### src/rtl/locarb_pkg.sv
package locarb_pkg;

    localparam int LOC_COUNT_DEF = 5;
    localparam int WIN_BITS_DEF  = 12;

    // bit positions the software side decodes
    localparam int POS_VALID   = 7;
    localparam int POS_ACTIVE  = 5;
    localparam int POS_PENDING = 2;
    localparam int POS_ASK     = 1;

    // intent carried by one written byte
    typedef struct packed {
        logic ask;
        logic give_up;
    } wr_cmd_t;

    // what one locality's register shows on a read
    typedef struct packed {
        logic valid;
        logic active;
        logic pending;
        logic asking;
    } acc_view_t;

    function automatic wr_cmd_t decode_wr(input logic [7:0] b);
        wr_cmd_t c;
        c.ask     = b[POS_ASK];
        c.give_up = b[POS_ACTIVE];
        return c;
    endfunction

    function automatic logic [7:0] pack_access(input acc_view_t v);
        logic [7:0] b;
        b              = 8'h00;
        b[POS_VALID]   = v.valid;
        b[POS_ACTIVE]  = v.active;
        b[POS_PENDING] = v.pending;
        b[POS_ASK]     = v.asking;
        return b;
    endfunction

endpackage

### src/rtl/locarb_decode.sv
module locarb_decode
    import locarb_pkg::*;
#(
    parameter int NUM_LOC  = LOC_COUNT_DEF,
    parameter int WIN_BITS = WIN_BITS_DEF,
    parameter int LOC_W    = $clog2(NUM_LOC),
    parameter int ADDR_W   = WIN_BITS + LOC_W
) (
    input  logic                wr_en,
    input  logic                rd_en,
    input  logic                valid,
    input  logic [ADDR_W-1:0]   addr,
    input  logic [7:0]          wdata,
    output logic [LOC_W-1:0]    sel_loc,
    output logic                rd_hit,
    output logic [NUM_LOC-1:0]  req_wr,
    output logic [NUM_LOC-1:0]  rel_wr
);

    logic    in_window;
    logic    reg_hit;
    wr_cmd_t cmd;

    assign sel_loc   = addr[ADDR_W-1:WIN_BITS];
    assign in_window = (addr[WIN_BITS-1:0] == '0);
    assign reg_hit   = in_window && (int'(sel_loc) < NUM_LOC);
    assign cmd       = decode_wr(wdata);
    assign rd_hit    = rd_en && valid && reg_hit;

    for (genvar g = 0; g < NUM_LOC; g++) begin : g_strobe
        logic match;
        assign match     = reg_hit && (sel_loc == LOC_W'(g));
        assign req_wr[g] = wr_en && valid && match && cmd.ask;
        assign rel_wr[g] = wr_en && valid && match && cmd.give_up;
    end

endmodule

### src/rtl/locarb_req_track.sv
module locarb_req_track #(
    parameter int NUM_LOC = 5
) (
    input  logic               clk,
    input  logic               rst,
    input  logic [NUM_LOC-1:0] req_wr,
    input  logic [NUM_LOC-1:0] owner_oh,
    input  logic [NUM_LOC-1:0] grant_oh,
    output logic [NUM_LOC-1:0] req_q
);

    for (genvar g = 0; g < NUM_LOC; g++) begin : g_req
        always_ff @(posedge clk) begin
            if (rst) begin
                req_q[g] <= 1'b0;
            end else if (grant_oh[g]) begin
                req_q[g] <= 1'b0;
            end else if (req_wr[g] && !owner_oh[g]) begin
                req_q[g] <= 1'b1;
            end
        end
    end

endmodule

### src/rtl/locarb_grant.sv
module locarb_grant #(
    parameter int NUM_LOC = 5,
    parameter int LOC_W   = $clog2(NUM_LOC)
) (
    input  logic               clk,
    input  logic               rst,
    input  logic [NUM_LOC-1:0] req_q,
    input  logic [NUM_LOC-1:0] rel_wr,
    output logic               owner_valid,
    output logic [LOC_W-1:0]   owner_id,
    output logic [NUM_LOC-1:0] owner_oh,
    output logic [NUM_LOC-1:0] grant_oh,
    output logic               loc_change
);

    typedef struct packed {
        logic             held;
        logic [LOC_W-1:0] id;
    } own_t;

    own_t             cur, nxt;
    logic [LOC_W-1:0] win_id;
    logic             any_req;
    logic             releasing;

    // ascending scan: the last set bit, i.e. the highest locality, wins
    always_comb begin
        win_id  = '0;
        any_req = 1'b0;
        for (int i = 0; i < NUM_LOC; i++) begin
            if (req_q[i]) begin
                win_id  = LOC_W'(i);
                any_req = 1'b1;
            end
        end
    end

    for (genvar g = 0; g < NUM_LOC; g++) begin : g_own
        assign owner_oh[g] = cur.held && (cur.id == LOC_W'(g));
    end

    assign releasing = |(rel_wr & owner_oh);

    always_comb begin
        nxt      = cur;
        grant_oh = '0;
        if (releasing) begin
            nxt.held = 1'b0;
            nxt.id   = '0;
        end else if (!cur.held && any_req) begin
            nxt.held = 1'b1;
            nxt.id   = win_id;
            grant_oh = NUM_LOC'(1) << win_id;
        end
    end

    always_ff @(posedge clk) begin
        if (rst) begin
            cur        <= '0;
            loc_change <= 1'b0;
        end else begin
            cur        <= nxt;
            loc_change <= (nxt != cur);
        end
    end

    assign owner_valid = cur.held;
    assign owner_id    = cur.id;

endmodule

### src/rtl/locarb_readback.sv
module locarb_readback
    import locarb_pkg::*;
#(
    parameter int NUM_LOC = 5,
    parameter int LOC_W   = $clog2(NUM_LOC)
) (
    input  logic               valid,
    input  logic               rd_hit,
    input  logic [LOC_W-1:0]   sel_loc,
    input  logic [NUM_LOC-1:0] req_q,
    input  logic [NUM_LOC-1:0] owner_oh,
    output logic [7:0]         rdata
);

    logic [7:0] view_b [NUM_LOC];

    for (genvar g = 0; g < NUM_LOC; g++) begin : g_view
        logic [NUM_LOC-1:0] others;
        acc_view_t          v;
        assign others    = req_q & ~(NUM_LOC'(1) << g);
        assign v.valid   = valid;
        assign v.active  = owner_oh[g];
        assign v.pending = owner_oh[g] && (|others);
        assign v.asking  = req_q[g];
        assign view_b[g] = pack_access(v);
    end

    always_comb begin
        rdata = 8'h00;
        for (int i = 0; i < NUM_LOC; i++) begin
            if (rd_hit && (sel_loc == LOC_W'(i))) begin
                rdata = view_b[i];
            end
        end
    end

endmodule

### src/rtl/loc_access_arbiter.sv
module loc_access_arbiter
    import locarb_pkg::*;
#(
    parameter int NUM_LOC  = LOC_COUNT_DEF,
    parameter int WIN_BITS = WIN_BITS_DEF,
    parameter int LOC_W    = $clog2(NUM_LOC),
    parameter int ADDR_W   = WIN_BITS + LOC_W
) (
    input  logic              clk,
    input  logic              rst,
    input  logic              init_done,
    input  logic              wr_en,
    input  logic              rd_en,
    input  logic [ADDR_W-1:0] addr,
    input  logic [7:0]        wdata,
    output logic [7:0]        rdata,
    output logic              owner_valid,
    output logic [LOC_W-1:0]  owner_id,
    output logic              loc_change
);

    logic               valid_q;
    logic [LOC_W-1:0]   sel_loc;
    logic               rd_hit;
    logic [NUM_LOC-1:0] req_wr;
    logic [NUM_LOC-1:0] rel_wr;
    logic [NUM_LOC-1:0] req_q;
    logic [NUM_LOC-1:0] owner_oh;
    logic [NUM_LOC-1:0] grant_oh;

    always_ff @(posedge clk) begin
        if (rst) begin
            valid_q <= 1'b0;
        end else if (init_done) begin
            valid_q <= 1'b1;
        end
    end

    locarb_decode #(
        .NUM_LOC(NUM_LOC), .WIN_BITS(WIN_BITS), .LOC_W(LOC_W), .ADDR_W(ADDR_W)
    ) u_decode (
        .wr_en  (wr_en),
        .rd_en  (rd_en),
        .valid  (valid_q),
        .addr   (addr),
        .wdata  (wdata),
        .sel_loc(sel_loc),
        .rd_hit (rd_hit),
        .req_wr (req_wr),
        .rel_wr (rel_wr)
    );

    locarb_req_track #(.NUM_LOC(NUM_LOC)) u_track (
        .clk     (clk),
        .rst     (rst),
        .req_wr  (req_wr),
        .owner_oh(owner_oh),
        .grant_oh(grant_oh),
        .req_q   (req_q)
    );

    locarb_grant #(.NUM_LOC(NUM_LOC), .LOC_W(LOC_W)) u_grant (
        .clk        (clk),
        .rst        (rst),
        .req_q      (req_q),
        .rel_wr     (rel_wr),
        .owner_valid(owner_valid),
        .owner_id   (owner_id),
        .owner_oh   (owner_oh),
        .grant_oh   (grant_oh),
        .loc_change (loc_change)
    );

    locarb_readback #(.NUM_LOC(NUM_LOC), .LOC_W(LOC_W)) u_read (
        .valid   (valid_q),
        .rd_hit  (rd_hit),
        .sel_loc (sel_loc),
        .req_q   (req_q),
        .owner_oh(owner_oh),
        .rdata   (rdata)
    );

endmodule

### config.mk
export PLATFORM = sky130hd
export DESIGN_NAME = loc_access_arbiter
export DESIGN_NICKNAME = d
export VERILOG_FILES = /design/src/rtl/locarb_pkg.sv /design/src/rtl/locarb_decode.sv /design/src/rtl/locarb_req_track.sv /design/src/rtl/locarb_grant.sv /design/src/rtl/locarb_readback.sv /design/src/rtl/loc_access_arbiter.sv
export SDC_FILE = /design/constraint.sdc
export NUM_CORES = 1
export LEC_CHECK = 0
export ABC_AREA = 1
export BUFFER_PORTS_ARGS = -buffer_cell sky130_fd_sc_hd__buf_2
export CORE_MARGIN = 1.5
export CORE_UTILIZATION = 47
export CTS_BUF_LIST = sky130_fd_sc_hd__clkbuf_16
export DETAILED_ROUTE_END_ITERATION = 6
export PLACE_DENSITY = 0.79
export SYNTH_ARGS = -nofsm -noshare
export SYNTH_HDL_FRONTEND = slang
export SYNTH_SLANG_ARGS = --single-unit
### constraint.sdc
create_clock -name clk -period 1.8 [get_ports clk]
set_input_delay 0.09 -clock clk [delete_from_list [all_inputs] [get_ports clk]]
set_output_delay 0.09 -clock clk [all_outputs]
set_load 0.005 [all_outputs]
==> impl_table.tex <==
\begin{tabular}{lr}
\hline
Metric & Value \\
\hline
\multicolumn{2}{l}{\textbf{Place}} \\
HPWL Detailed & between 2000 and 2500 um \\
Post-Place Cells & 208 \\
Routability congestion estimate & approximately 0.95 \\
Port Buffers & 30 \\
\multicolumn{2}{l}{\textbf{CTS}} \\
Number of buffers added by the clock tree synthesis step & 3 \\
Number of buffers between clock root and the deepest sink & 2 \\
Clock tree from TritonCTS & yes \\
Clock Tree Root & clkbuf\_16 \\
Clock slew at the register clock pins of the worst setup and hold paths & 0.04 ns \\
Hold buffer count at CTS & 0 \\
Clk Latency, worst-skew pair & between 0.2 and 0.25 ns \\
Clk sink count & 11 \\
Number of H-tree branching levels & 1 \\
\multicolumn{2}{l}{\textbf{Pwr}} \\
Power dissipated by switching net loads & 144 uW \\
Power per Cell Area & 594 nW/um\^{}2 \\
Relative contribution of combinational cells to total power & 0.087 \\
Total power after layout & between 700 and 800 uW \\
Max IR drop VDD & between 0.6 and 0.7 mV \\
Clock network fraction of total power & 0.562 \\
Switching portion of total power & 0.204 \\
Cell internal pwr & roughly 560 uW \\
Leakage power of the design & $\sim$0.59 nW \\
Flop pwr share & 0.351 \\
\multicolumn{2}{l}{\textbf{Logic synthesis}} \\
Post-Syn Area & approximately 950 sq um \\
Top cells by count, synth & nor2\_1, nand2\_1, inv\_1, nand3\_1, dfxtp\_1 \\
Post-synthesis sequential area ratio & 0.232 \\
Distinct cell type count after synthesis & 27 \\
Share of async-settable or async-resettable flops after synthesis & 0 \\
Synthesis-stage register bit count & 11 \\
Mean instance size in the synthesized netlist & a little over 6 sq um \\
Number of instances in the synthesized netlist & roughly 150 \\
Primary FF master, synth & dfxtp\_1 \\
Count of synthesis-stage warnings from yosys & 0 \\
Area share of the largest cell type after synthesis & 0.232 \\
Number of enable-type register cells in the synthesized netlist & 0 \\
Largest cells by area after synthesis & dfxtp\_1, nor2\_1, nand3\_1, nand2\_1, inv\_1 \\
Count leader, synth & nor2\_1 \\
Library cell with the largest summed area after synthesis & dfxtp\_1 \\
\multicolumn{2}{l}{\textbf{Floorplanning}} \\
Die height & about 48 um \\
I/O pin cnt & between 40 and 50 \\
Overall die width & $\sim$48 um \\
Standard-cell row count & 16 \\
Die Outline Area & approximately 2300 sq um \\
Initial Util & 0.490 \\
Core footprint & around 1900 sq um \\
\multicolumn{2}{l}{\textbf{Final layout}} \\
Fill cell instance count of the final layout & 199 \\
Diodes inserted & 0 \\
Fraction of final layout cells sized beyond drive strength 1 & 0.303 \\
Number of nets at the end of the flow & roughly 210 \\
Filler-free cell count of the finished design & roughly 210 \\
Area growth from synthesis to layout & 25.0\% \\
\multicolumn{2}{l}{\textbf{STA}} \\
Final setup violating endpoints & 0 \\
Clock skew & around 0.0035 ns \\
Highest clock rate & 610 MHz \\
Max-slew violation count & 0 \\
Count of endpoints failing hold in the final timing report & 0 \\
Period minus WS final & around 1.6 ns \\
Unrepaired setup endpoints after global routing & no \\
Final total negative setup slack & 0 ns \\
Final worst path period share & 0.911 \\
\multicolumn{2}{l}{\textbf{GRT}} \\
Largest net degree at the start of global routing & 13 \\
Grt total ovfl & 0 \\
Overall track demand over capacity in global routing & 0.256 \\
Number of global-route vias before repair & 1017 \\
Initial antenna violation count & 0 \\
Wire length of the first global-routing pass & approximately 4100 um \\
Met3 Resource Use GR & 0.0340 \\
Global routing's busiest layer & met2 \\
Met2 Usage GRT & 0.469 \\
Met1 global-route usage & 0.289 \\
\multicolumn{2}{l}{\textbf{Setup path}} \\
Nature of the critical path endpoint & output port \\
Data arrival, critical path & 1.55 ns \\
Element type at the critical path start & flop \\
CP max FO & 12 \\
Required time of the critical path & 1.71 ns \\
Worst setup path category & reg2out \\
\multicolumn{2}{l}{\textbf{Run}} \\
Max capacitance violation total & 0 \\
\multicolumn{2}{l}{\textbf{Detailed routing}} \\
Via count & between 1000 and 1500 \\
First drt pass iteration count & 4 \\
Wire length reported by the detailed router & 2520 um \\
Antenna-violating nets left & 0 \\
Wirelength per Cell & 11.9 um \\
Number of DRC markers after the initial detailed-route iteration & 30 \\
Residual DRC count & 0 \\
Via/cell ratio & 5.29 \\
\multicolumn{2}{l}{\textbf{Run status}} \\
Run status & finished clean \\
\multicolumn{2}{l}{\textbf{Min path}} \\
Kind of path behind the tightest hold check & in2reg \\
\hline
\end{tabular}
path summary, 6_finish.rpt:
| kind | end | slack [ns] | cells past startpoint | from |
|---|---|---|---|---|
| max | rdata[2] | 0.16 | 6 | valid_q |
| min | valid_q | 0.06 | 3 | init_done |
| max reg2reg | u_grant.owner_id[0] | 0.33 | 10 | u_track.req_q[3] |
| min reg2reg | valid_q | 0.52 | 2 | valid_q |
critical path, stage by stage, from the launching register on:
cell and delay [ns]:
dfxtp_1 0.37, nand2_1 0.11, nor2_4 0.26, nand3_1 0.16
a31o_1 0.22, nand3_1 0.07, buf_2 0.11
per-layer routing:
metal,share of wire,up-vias
li1,-,562
met1,0.40,500
met2,0.52,50
met3,0.056,10
met4,0.020,0
met5,0,-
stage by stage:
stage | util | worst slack (ns) | instance area [sq um] | hold WS, ns
floorplan | - | 0.498 | 962 | 0.206
global placement | 0.567 | 0.323 | 1100 | 0.296
detailed placement | 0.567 | 0.275 | 1100 | 0.307
CTS | 0.608 | 0.0143 | 1180 | 0.0596
global route | 0.612 | 0.0362 | 1190 | 0.0737
finish | 0.612 | 0.161 | 1190 | 0.0578
final cells by class:
class	count	area [sq um]	area share
Tap cell	27	33.8	0.0284
Timing Repair Buffer	30	150	0.126
Clock inverter	1	3.75	0.00316
Inverter	22	82.6	0.0695
Multi-Input combinational cell	118	622	0.523
Clock buffer	3	75.1	0.0632
Sequential cell	11	221	0.186
registers in the layout (all words and copies together) (netlist names):
signal	count
u_track.req_q	5
valid_q	1
u_grant.owner_id	3
u_grant.loc_change	1
u_grant.owner_valid	1
repair_timing:
item / in CTS / in global routing
endpoints found under the hold margin: 0 / 0
resized for setup: 0 / 3
setup endpoints to repair: 0 / 1
buffers inserted: 0 / 0
power by group through the flow:
| stage | registers (mW) | clock network [mW] | logic (mW) |
|---|---|---|---|
| 3_3_place_gp | 0.252 | 0 | 0.0576 |
| 4_1_cts | 0.248 | 0.407 | 0.0607 |
| 6_report | 0.248 | 0.397 | 0.0613 |
| 2_1_floorplan | 0.251 | 0 | 0.0366 |
| 5_1_grt | 0.248 | 0.422 | 0.0701 |
| 3_5_place_dp | 0.252 | 0 | 0.0604 |
placed cells by master, fill, tap and decap left out, types with 6 or more instances in the layout:
master,count
buf_2,30
inv_2,6
nand2_1,20
nor2_1,33
dfxtp_1,10
nand3_1,16
nor3_1,8
inv_1,17
nand4_1,6
cells by family (layout without fill, tap and decap cells):
family | Yosys count | count (layout) | share of synthesized area
and+or+nand+nor | 99 | 99 | 0.528
other | 1 | 4 | 0.00394
AOI/OAI and AO/OA | 15 | 15 | 0.103
buffers and inverters | 28 | 56 | 0.134
DFF | 11 | 11 | 0.232
No activity file was read; power rests on OpenSTA's default activity.
